**config.mk**
```make
export PLATFORM = sky130hd
export DESIGN_NAME = dbg_id_responder
export DESIGN_NICKNAME = d
export VERILOG_FILES = /design/src/rtl/dbg_pkg.sv /design/src/rtl/dbg_edge_sync.sv /design/src/rtl/dbg_addr_shift.sv /design/src/rtl/dbg_id_serializer.sv /design/src/rtl/dbg_id_responder.sv
export SDC_FILE = /design/constraint.sdc
export NUM_CORES = 1
export LEC_CHECK = 0
export ABC_CLOCK_PERIOD_IN_PS = 2940
export BUFFER_PORTS_ARGS = -buffer_cell sky130_fd_sc_hd__buf_2
export CAP_MARGIN = 10
export CORE_MARGIN = 2
export CORE_UTILIZATION = 58
export DETAILED_ROUTE_END_ITERATION = 12
export HOLD_SLACK_MARGIN = 0.03
export MAX_ROUTING_LAYER = met4
export PLACE_DENSITY = 0.85
export REMOVE_ABC_BUFFERS = 1
export SETUP_SLACK_MARGIN = 0.3
export SYNTH_ARGS = -nofsm -noshare
export SYNTH_HDL_FRONTEND = slang
export SYNTH_SLANG_ARGS = --single-unit
export TNS_END_PERCENT = 50
```
**constraint.sdc**
```tcl
create_clock -name clk -period 2.94 [get_ports clk]
set_input_delay 0.147 -clock clk [delete_from_list [all_inputs] [get_ports clk]]
set_output_delay 0.147 -clock clk [all_outputs]
set_load 0.02 [all_outputs]
```
**src/rtl/dbg_pkg.sv**
```systemverilog
package dbg_pkg;
  localparam int BRD_W  = 4;
  localparam int HYB_W  = 4;
  localparam int IFC_W  = 3;
  localparam int CHP_W  = 2;
  localparam int PTH_W  = 3;
  localparam int ADDR_W = BRD_W + HYB_W + IFC_W + CHP_W + PTH_W;
  localparam logic [PTH_W-1:0] PATH_IDENT = 3'd1;
  localparam int TYPE_W = 6;
  localparam int VER_W  = 6;
  localparam logic [3:0] ID_PFX = 4'b0101;
  localparam int ID_W   = 4 + TYPE_W + VER_W;
  localparam int PTR_W  = $clog2(ID_W);

  typedef struct packed {
    logic [BRD_W-1:0] brd;
    logic [HYB_W-1:0] hyb;
    logic [IFC_W-1:0] ifc;
    logic [CHP_W-1:0] chp;
    logic [PTH_W-1:0] pth;
  } dbg_addr_t;
endpackage

```
**src/rtl/dbg_edge_sync.sv**
```systemverilog
module dbg_edge_sync (
  input  logic clk,
  input  logic rst_n,
  input  logic ck_in,
  input  logic am_in,
  input  logic si_in,
  output logic ck_rise,
  output logic am_fall,
  output logic am_lvl,
  output logic si_lvl
);
  logic s_ck, s_am, s_si, p_ck, p_am;

  always_ff @(posedge clk) begin
    if (!rst_n) begin
      s_ck <= 1'b0; s_am <= 1'b0; s_si <= 1'b0;
      p_ck <= 1'b0; p_am <= 1'b0;
    end else begin
      s_ck <= ck_in; s_am <= am_in; s_si <= si_in;
      p_ck <= s_ck;  p_am <= s_am;
    end
  end

  assign ck_rise = s_ck & ~p_ck;
  assign am_fall = p_am & ~s_am;
  assign am_lvl  = s_am;
  assign si_lvl  = s_si;

  // a falling edge of address mode is seen for exactly one cycle
  p_fall_single_r5: assert property (@(posedge clk) disable iff (!rst_n)
    am_fall |=> !am_fall);
endmodule

```
**src/rtl/dbg_addr_shift.sv**
```systemverilog
module dbg_addr_shift
  import dbg_pkg::*;
(
  input  logic             clk,
  input  logic             rst_n,
  input  logic             clr,
  input  logic             shift_en,
  input  logic             si,
  input  logic [BRD_W-1:0] brd_strap,
  input  logic [HYB_W-1:0] hyb_strap,
  input  logic [IFC_W-1:0] ifc_strap,
  input  logic [CHP_W-1:0] chp_strap,
  output logic             hit
);
  dbg_addr_t addr_q;

  always_ff @(posedge clk) begin
    if (!rst_n || clr)
      addr_q <= '0;
    else if (shift_en)
      addr_q <= {addr_q[ADDR_W-2:0], si};
  end

  assign hit = (addr_q.brd == brd_strap) && (addr_q.hyb == hyb_strap) &&
               (addr_q.ifc == ifc_strap) && (addr_q.chp == chp_strap) &&
               (addr_q.pth == PATH_IDENT);

  p_shift_lsb_r1: assert property (@(posedge clk) disable iff (!rst_n)
    (shift_en && !clr) |=> addr_q[0] == $past(si));
  p_addr_hold_r10: assert property (@(posedge clk) disable iff (!rst_n)
    (!shift_en && !clr) |=> $stable(addr_q));
  p_addr_clr_r8: assert property (@(posedge clk) disable iff (!rst_n)
    clr |=> addr_q == '0);
endmodule

```
**src/rtl/dbg_id_serializer.sv**
```systemverilog
module dbg_id_serializer
  import dbg_pkg::*;
(
  input  logic            clk,
  input  logic            rst_n,
  input  logic            clr,
  input  logic            hold_off,
  input  logic            start,
  input  logic            advance,
  input  logic            hit,
  input  logic [ID_W-1:0] id_word,
  output logic            serial_out
);
  localparam logic [PTR_W-1:0] LAST = PTR_W'(ID_W - 1);

  logic             active, sel;
  logic [PTR_W-1:0] idx;

  always_ff @(posedge clk) begin
    if (!rst_n || clr) begin
      active <= 1'b0; sel <= 1'b0; idx <= '0;
    end else if (hold_off) begin
      active <= 1'b0;
    end else if (start) begin
      active <= 1'b1; sel <= hit; idx <= '0;
    end else if (advance && active) begin
      if (idx == LAST) active <= 1'b0;
      else             idx <= idx + 1'b1;
    end
  end

  assign serial_out = active & sel & id_word[LAST - idx];

  p_ptr_step_r5: assert property (@(posedge clk) disable iff (!rst_n)
    (advance && active && idx != LAST && !clr && !hold_off && !start)
      |=> idx == $past(idx) + 1'b1);
  p_end_quiet_r7: assert property (@(posedge clk) disable iff (!rst_n)
    (advance && active && idx == LAST && !clr && !hold_off && !start)
      |=> !serial_out);
  p_clr_ptr_r8: assert property (@(posedge clk) disable iff (!rst_n)
    clr |=> (idx == '0) && !serial_out);
endmodule

```
**src/rtl/dbg_id_responder.sv**
```systemverilog
module dbg_id_responder
  import dbg_pkg::*;
#(
  parameter logic [TYPE_W-1:0] ID_TYPE = 6'd9,
  parameter logic [VER_W-1:0]  ID_VER  = 6'd1
) (
  input  logic             clk,
  input  logic             rst_n,
  input  logic             dbg_rst,
  input  logic             addr_mode,
  input  logic             shift_ck,
  input  logic             serial_in,
  input  logic [BRD_W-1:0] board_id,
  input  logic [HYB_W-1:0] hybrid_id,
  input  logic [IFC_W-1:0] iface_id,
  input  logic [CHP_W-1:0] chip_id,
  output logic             serial_out
);
  localparam logic [ID_W-1:0] ID_WORD = {ID_PFX, ID_TYPE, ID_VER};

  logic ck_rise, am_fall, am_lvl, si_lvl, hit;

  dbg_edge_sync u_sync (
    .clk(clk), .rst_n(rst_n), .ck_in(shift_ck), .am_in(addr_mode),
    .si_in(serial_in), .ck_rise(ck_rise), .am_fall(am_fall),
    .am_lvl(am_lvl), .si_lvl(si_lvl)
  );

  dbg_addr_shift u_addr (
    .clk(clk), .rst_n(rst_n), .clr(dbg_rst), .shift_en(am_lvl & ck_rise),
    .si(si_lvl), .brd_strap(board_id), .hyb_strap(hybrid_id),
    .ifc_strap(iface_id), .chp_strap(chip_id), .hit(hit)
  );

  dbg_id_serializer u_ser (
    .clk(clk), .rst_n(rst_n), .clr(dbg_rst), .hold_off(am_lvl),
    .start(am_fall), .advance(ck_rise & ~am_lvl), .hit(hit),
    .id_word(ID_WORD), .serial_out(serial_out)
  );

  p_quiet_addr_r9: assert property (@(posedge clk) disable iff (!rst_n)
    am_lvl |=> !serial_out);
  p_miss_zero_r6: assert property (@(posedge clk) disable iff (!rst_n)
    (am_fall && !hit && !dbg_rst) |=> !serial_out);
  p_first_bit_r5: assert property (@(posedge clk) disable iff (!rst_n)
    (am_fall && hit && !dbg_rst) |=> serial_out == ID_WORD[ID_W-1]);
endmodule

```
* After elaboration in Yosys (flattened, before gate mapping)
Memories as Yosys holds them, arrays and structs flattened.
Index checks and enable logic that the tools add are counted.
** Storage, ports and cells
- Register bits :: 27
- Memory bits (read-only) :: 16
- Input bits :: 19
- Output and inout port bits :: 1
- Word-level logic and storage cells :: 52
- Memories kept :: 1
** Operators by class
- $add $sub $neg :: 2
- Order comparisons :: 1
- Equal/unequal tests :: 7
- Muxes and demuxes :: 7
- Bitwise logic cells :: 8
- Reduce and logical (&&, ||, !) cells :: 13
** Memories
- (no name shown) :: depth 16, bits a word 1, rd ports 1, clocked after Yosys merged registers in 0, write ports 0, line dbg_id_serializer.sv:32 : assign serial_out = active & sel & id_word[LAST - idx];
** Operators with widths (count)
- 2-to-1 mux 4 bit :: 3
- equality test 4 bit :: 2
- bitwise AND 1 bit :: 6
- logical AND 1 bit :: 5
- < comparator 4 x 5 -> 1 bit (second input constant) :: 1
- adder 4 x 1 -> 4 bit (second input constant) :: 1
- equality test 4 bit (second input constant) :: 1
- 2-to-1 mux 1 bit :: 4
- AND reduction 2 bit :: 2
- nonzero test 2 bit :: 2
- subtractor 4 bit (first input constant) :: 1
- equality test 3 x 1 -> 1 bit (second input constant) :: 1
- equality test 3 bit :: 1
- AND reduction 3 bit :: 1
- equality test 2 bit :: 1
- != test 2 bit (second input constant) :: 1
- NOT 1 bit :: 2
- OR reduction 2 bit :: 1
- zero test 1 bit :: 1
- logical OR 1 bit :: 1

* Depth between registers and ports, before layout
Gate-level depths: netlist (run 1).
- Depth in word-level cells :: 6
- Mapped depth :: 6
- Mapped depth without buffers :: 5

* By module
From an unflattened synthesis (run 1), not the netlist that was laid out.
** Unflattened totals
- Cells, all modules :: 137
- Area, all modules :: 1386.3 um^2
** By module, submodules not included
- dbg_addr_shift :: instances 1, cells an instance 72, area an instance 729.4 um^2, sequential area each 320.3 um^2
- dbg_id_serializer :: instances 1, cells an instance 49, area an instance 489.2 um^2, sequential area each 120.1 um^2
- dbg_edge_sync :: instances 1, cells an instance 12, area an instance 143.9 um^2, sequential area each 100.1 um^2
- dbg_id_responder :: instances 1, cells an instance 4, area an instance 23.8 um^2, sequential area each 0.0 um^2

* Worst setup path after synthesis (run 1)
OpenSTA, ideal clock, no wires.
- Path type :: reg2out
- Start point :: reg u_ser.idx[0]
- End point :: out serial_out
- Arrival time :: 1.316 ns
- Required time :: 2.793 ns
- Path slack :: 1.477 ns
- Cell stages (with the launch flop) :: 5
- Buffers on the path :: 0
- Path through :: dfxtp_1 -> inv_1 -> ha_1 -> mux4_1 -> and3_1
** On the way
- Word-level cells in the longest chain between the ends :: 4
** RTL lines
- from (decl) :: line dbg_id_serializer.sv:17 : logic [PTR_W-1:0] idx;
- from (signal assigned) :: line dbg_id_serializer.sv:28 : else idx <= idx + 1'b1;
- subtractor 4 bit :: line dbg_id_serializer.sv:32
- memory read (16 x 1 bit)
- 2-to-1 mux 1 bit (implied by the code) :: line dbg_id_serializer.sv:32
- bitwise AND 1 bit :: line dbg_id_serializer.sv:32
- to (decl) :: line dbg_id_responder.sv:17 : output logic serial_out
Every way passes these cells. The select of a mux whose other input is x is not followed.

* Final worst setup path (run 1)
Ends and elaborated chain as after synthesis.

==> results.toml, run 1 <==
[global_route]
gr-usage-met3_pct = 3.636
gr-max-usage-layer = "met2"
grt_usage_pct = 21.36
grt.met2_usage_pct = 33.56
grt_overflow = 0
grt_max_degree = 20
antenna_found_initial = 0
grt_pass1_vias = 903
grt_pass1_wl_mm = 3.898
grtUsageMet1_pct = 27.68

[finish]
register_area_um2 = 540.5
nets = 180
num-fill-cells = 181
area_growth_pct = 12.51
diodes = 0
drive_above_1_share_pct = 15.92
multi_input_area_um2 = 605.6
final_area_um2 = 1350
final_common_cell = "nand2_1"
layout_common_cells = "34 x nand2_1, 27 x dfxtp_1, 19 x buf_2"

[cts]
worstSkewPairLatency_ns = 0.34
cts.sinks = 27
htree_levels = 1
root_buffer = "clkbuf_4"
cts_resized = 0
cts_max_path_buffers = 2
cts_tree = "yes"
cts.hold.buffers_added = 3
post_cts_buffers = 0
cts.reportedPaths.clkPinSlew_ns = 0.16
numCtsBuffers = 3

[route]
firstDrtPassIters = 4
wire_per_inst_um = 12.20
wirelength_mm = 2.245
drt.antenna.violating_nets = 0
num_vias = 966
drt_iter0_markers = 22
vias_per_cell = 5.250
drcViolationCount = 0

[synth]
syn_area_per_cell_um2 = 8.823
yosysSeqAreaShare_pct = 45.05
ys_ff_latch = 27
synth_edf_count = 0
yosysWarnings = 0
ys.flop_type = "dfxtp_1"
async_flop_share_pct = 0
synthCells = 136
synth_cell_types = 26
syn-cell-area_um2 = 1200

[floorplanning]
fp.coreArea_um2 = 1962
dieArea_um2 = 2449
floorplan.die.height_um = 49.49
core.rowCount = 16
fp.dieW_um = 49.49
initial_core_util_pct = 61.16
ioPinCount = 20

[placement]
place.port_buffers = 19
place_area_um2 = 1290
dpl.hpwl_mm = 1.635
gp_congestion = 0.7891

[pwr]
p_comb_share_pct = 6.7
sw_frac_of_total_pct = 23.41
power.share.sequential_pct = 64.6
p_leak_nw = 0.5170
switchingPower_mw = 0.1349
p_int_mw = 0.4415
powerDensity_nw_per_um2 = 427.0
vdd_ir_drop_max_mv = 0.2781
clkPwrFrac_pct = 28.7

[hold_path]
whs_path_depth = 2
hold_start = "rst_n"
whs_endpoint = "u_sync.p_am"
min_path_type = "input pin to flop"

[worst_setup_path]
required_ns = 2.79
crit_path_start_kind = "flop"
timing.rr.end = "u_addr.addr_q[5]"
arrival_ns = 1.83
rr_worst_depth = 4
reg2reg_slack_ns = 1.60
end_kind = "output pin"
path_class = "flop to output pin"
timing.rr.start = "u_sync.s_ck"
worstPathMaxFanout = 5

[timing]
relSlewSlack_pct = 54.69
setup-violations-final = 0
finalSetupTns_ns = 0
finalMaxSlewViolations = 0
hold_viol_final = 0
rsz0062_at_grt = "false"
skew_ns = 0.01658
period_share_pct = 67.08
worstMarginPinSlew_ns = 0.6797
clock.fmax_mhz = 507.1
min_period_ns = 1.972

[run_status]
run_status = "finished clean"

[job]
max-cap-violations = 0
cell families (layout without fill, tap and decap cells):
| kind of cell | Yosys count | count (layout) | share of synthesized area, % |
|---|---|---|---|
| muxes | 1 | 1 | 2.190 |
| AOI/OAI and AO/OA | 20 | 20 | 9.281 |
| adders and majority gates | 3 | 3 | 3.129 |
| and+or+nand+nor | 60 | 60 | 24.19 |
| DFF | 27 | 27 | 45.05 |
| buffers and inverters | 9 | 30 | 4.483 |
| xor gates and xnor gates | 16 | 16 | 11.68 |
stage by stage:
stage               power (mW)  instances  hold WS [ns]  setup WS, ns  util [%]
floorplan               0.3972        131        0.2687         1.477         -
global placement        0.4143        177        0.3540         1.380     65.75
detailed placement      0.4157        177        0.3568         1.327     65.75
CTS                     0.5793        184       0.05977        0.9479     68.81
global route            0.6014        184       0.08039        0.8676     68.81
finish                  0.5764        184       0.06061        0.9678     68.81
cells in the mapped netlist, types with 2 or more instances:
cell type / n / area [um2]
nand3_1: 4 / 20.02
nor2_1: 3 / 11.26
nor4_1: 3 / 18.77
and3_1: 3 / 18.77
and2_1: 6 / 37.54
ha_1: 3 / 37.54
xnor2_1: 5 / 43.79
nand4_1: 2 / 12.51
a21oi_1: 17 / 85.08
xor2_1: 11 / 96.34
dfxtp_1: 27 / 540.5
buf_6: 2 / 22.52
inv_1: 4 / 15.01
nand2_1: 34 / 127.6
state kept, by name (all words and copies together) (netlist names):
signal and cells:
u_addr.addr_q 16, u_ser.active 1, u_ser.idx 4, u_ser.sel 1
u_sync.am_lvl 1, u_sync.p_am 1, u_sync.p_ck 1, u_sync.s_ck 1
u_sync.si_lvl 1
worst max-delay path, stage by stage, from the launching register on:
cell and delay (ns):
dfxtp_1 0.42, inv_1 0.09, ha_1 0.20, mux4_1 0.47
and3_1 0.18, buf_2 0.15
routing by layer:
metal	part of all wire (%)	up-vias
li1	-	496
met1	48	442
met2	47	23
met3	3.2	5
met4	1.9	0
met5	0	-
worst max path at each step:
stage / start / to / cells after the start
after floorplan: u_ser.idx[0] / serial_out / 4
after global placement: u_ser.idx[0] / serial_out / 5
after detailed placement: u_ser.idx[0] / serial_out / 5
after CTS: u_ser.idx[0] / serial_out / 5
after global routing: u_ser.idx[0] / serial_out / 5
final: u_ser.idx[0] / serial_out / 5
power groups by stage:
stage / Combinational [mW] / Sequential (mW) / Clock (mW)
after floorplan: 0.0177 / 0.380 / 0
after global placement: 0.0340 / 0.380 / 0
after detailed placement: 0.0354 / 0.380 / 0
after CTS: 0.0386 / 0.372 / 0.168
after global routing: 0.0432 / 0.373 / 0.185
final: 0.0384 / 0.372 / 0.165
cell type report:
cell class                      instances  share of cell area [%]
Inverter                                4                   1.112
Sequential cell                        27                   40.04
Clock inverter                          1                  0.5561
Timing Repair Buffer                   22                   9.268
Multi-Input combinational cell        100                   44.86
Tap cell                               27                   2.502
Clock buffer                            3                   1.668
(Power assumes the default switching activity.)
==> inputs of run 2 (changes only) <==
--- a/config.mk
+++ b/config.mk
@@ -5,15 +5,15 @@
 export SDC_FILE = /design/constraint.sdc
 export NUM_CORES = 1
 export LEC_CHECK = 0
-export ABC_CLOCK_PERIOD_IN_PS = 2940
+export ABC_CLOCK_PERIOD_IN_PS = 2000
 export BUFFER_PORTS_ARGS = -buffer_cell sky130_fd_sc_hd__buf_2
 export CAP_MARGIN = 10
 export CORE_MARGIN = 2
-export CORE_UTILIZATION = 58
+export CORE_UTILIZATION = 54
 export DETAILED_ROUTE_END_ITERATION = 12
 export HOLD_SLACK_MARGIN = 0.03
 export MAX_ROUTING_LAYER = met4
-export PLACE_DENSITY = 0.85
+export PLACE_DENSITY = 0.8
 export REMOVE_ABC_BUFFERS = 1
 export SETUP_SLACK_MARGIN = 0.3
 export SYNTH_ARGS = -nofsm -noshare
==> constraint.sdc (replaced) <==
create_clock -name clk -period 2 [get_ports clk]
set_input_delay 0.1 -clock clk [delete_from_list [all_inputs] [get_ports clk]]
set_output_delay 0.1 -clock clk [all_outputs]
set_load 0.02 [all_outputs]
==> run 2 against run 1 <==
Sequential power increased by 47%. Global-route usage decreased by 0.49 points. Largest cell class unchanged. Sequential cell count unchanged. Wire length increased by 7.1%. Largest power group unchanged. Combinational power increased by 68%. Register-to-register slack got worse by 0.97 ns. Die area increased by 6.8%. Sequential share of layout area decreased by 2.8 points. Count of clock-buffer cells in the layout unchanged. Hold slack got worse by 0.0018 ns. Final cell count increased by 4.9%. Clock power increased by 56%.
==> results.toml, run 2 (synthesized netlist as in run 1, its figures left out) <==
[placement]
place.port_buffers = 19
dpl.hpwl_mm = 1.719
place_ws_ns = 0.4538
gp_congestion = 0.7121

[floorplanning]
dieArea_um2 = 2615
fp.coreArea_um2 = 2148
floorplan.die.height_um = 51.14
core.rowCount = 17
ioPinCount = 20
fp.dieW_um = 51.14
initial_core_util_pct = 55.85

[timing]
fin_ws_ns = 0.2073
worstMarginPinSlew_ns = 0.5371
hold_viol_final = 0
setup-violations-final = 0
skew_ns = 0.01245
relSlewSlack_pct = 64.19
clock.fmax_mhz = 557.8
min_period_ns = 1.793
fin_hold_ws_ns = 0.05878
finalSetupTns_ns = 0
rsz0062_at_grt = "true"
period_share_pct = 89.64
finalMaxSlewViolations = 0

[worst_setup_path]
crit_path_start_kind = "flop"
crit_path_end = "serial_out"
timing.rr.start = "u_sync.s_ck"
rr_worst_depth = 4
end_kind = "output pin"
worstSetupStartpoint = "u_ser.idx[1]"
reg2reg_slack_ns = 0.63
arrival_ns = 1.69
required_ns = 1.90
timing.rr.end = "u_addr.addr_q[6]"
worstPathMaxFanout = 4
path_class = "flop to output pin"

[route]
vias_per_cell = 5.140
drcViolationCount = 0
wire_per_inst_um = 12.46
drt_iter0_markers = 13
wirelength_mm = 2.405
drt.antenna.violating_nets = 0
num_vias = 992
firstDrtPassIters = 4

[global_route]
grt_max_degree = 18
grt_usage_pct = 20.87
grt_overflow = 0
grt_pass1_wl_mm = 3.974
antenna_found_initial = 0
grt_pass1_vias = 905

[finish]
final_common_cell = "nand2_1"
top_regs = "u_addr.addr_q x16, u_ser.idx x4"
diodes = 0
area_growth_pct = 22.52
largest_reg_flops = 16
regMostFlops = "u_addr.addr_q"
nets = 188
drive_above_1_share_pct = 23.03
layout_common_cells = "34 x nand2_1, 25 x dfxtp_1, 18 x buf_2"

[cts]
cts.sinks = 27
numCtsBuffers = 3
htree_levels = 1
cts.reportedPaths.clkPinSlew_ns = 0.14
root_buffer = "clkbuf_4"
worstSkewPairLatency_ns = 0.34
cts_max_path_buffers = 2
cts_tree = "yes"

[hold_path]
min_path_type = "input pin to flop"
hold_start = "iface_id[0]"

[pwr]
powerDensity_nw_per_um2 = 589.6
vdd_ir_drop_max_mv = 0.5188
p_leak_nw = 0.5524

[job]
max-cap-violations = 0

[run_status]
run_status = "finished clean"
-- run 2: repair_timing --
action	4_1_cts	5_1_grt
setup buffers	2	1
endpoints found under the hold margin	5	0
hold buffers	7	0
setup endpoints to repair	1	1
gates resized for setup	16	1
pin swaps	2	0
-- run 2: through the flow --
stage	total power, mW	cell area, um2	utilization [%]	std cells
6_report	0.8668	1470	68.43	193
5_1_grt	0.9101	1470	68.43	193
4_1_cts	0.8659	1460	67.97	192
3_5_place_dp	0.6127	1299	60.45	179
3_3_place_gp	0.6115	1299	60.45	179
2_1_floorplan	0.5839	1161	-	131
-- run 2: layer usage --
metal,GRT usage [%],routed length [um]
met5,-,0
met4,5.405,28
met3,5.263,82
met2,35.50,1202
met1,24.58,1092
-- run 2: worst min-delay path by stage --
stage / end / slack, ns / depth (start not counted)
detailed placement: u_sync.si_lvl / 0.31 / 2
global route: u_ser.sel / 0.08 / 4
CTS: u_ser.sel / 0.07 / 4
global placement: u_sync.s_ck / 0.31 / 2
floorplan: u_sync.am_lvl / 0.22 / 1
finish: u_ser.sel / 0.06 / 4
-- run 2: final cells by class --
class | instances | area [um2]
Clock buffer | 3 | 22.52
Clock inverter | 1 | 8.758
Multi-Input combinational cell | 100 | 634.4
Sequential cell | 27 | 548.0
Tap cell | 28 | 35.03
Fill cell | 176 | 678.2
Inverter | 4 | 20.02
Timing Repair Buffer | 30 | 201.4
-- run 2: power breakdown --
part	internal, mW	switching [mW]	total, mW
clock	0.0819	0.175	0.257
sequential	0.541	0.00434	0.545
combinational	0.0353	0.0291	0.0644
-- run 2: critical path, stage by stage (launching register included) --
cell and delay [ns]:
dfxtp_4 0.43, inv_4 0.04, ha_2 0.15, mux4_2 0.43, and3_4 0.18, buf_6 0.12
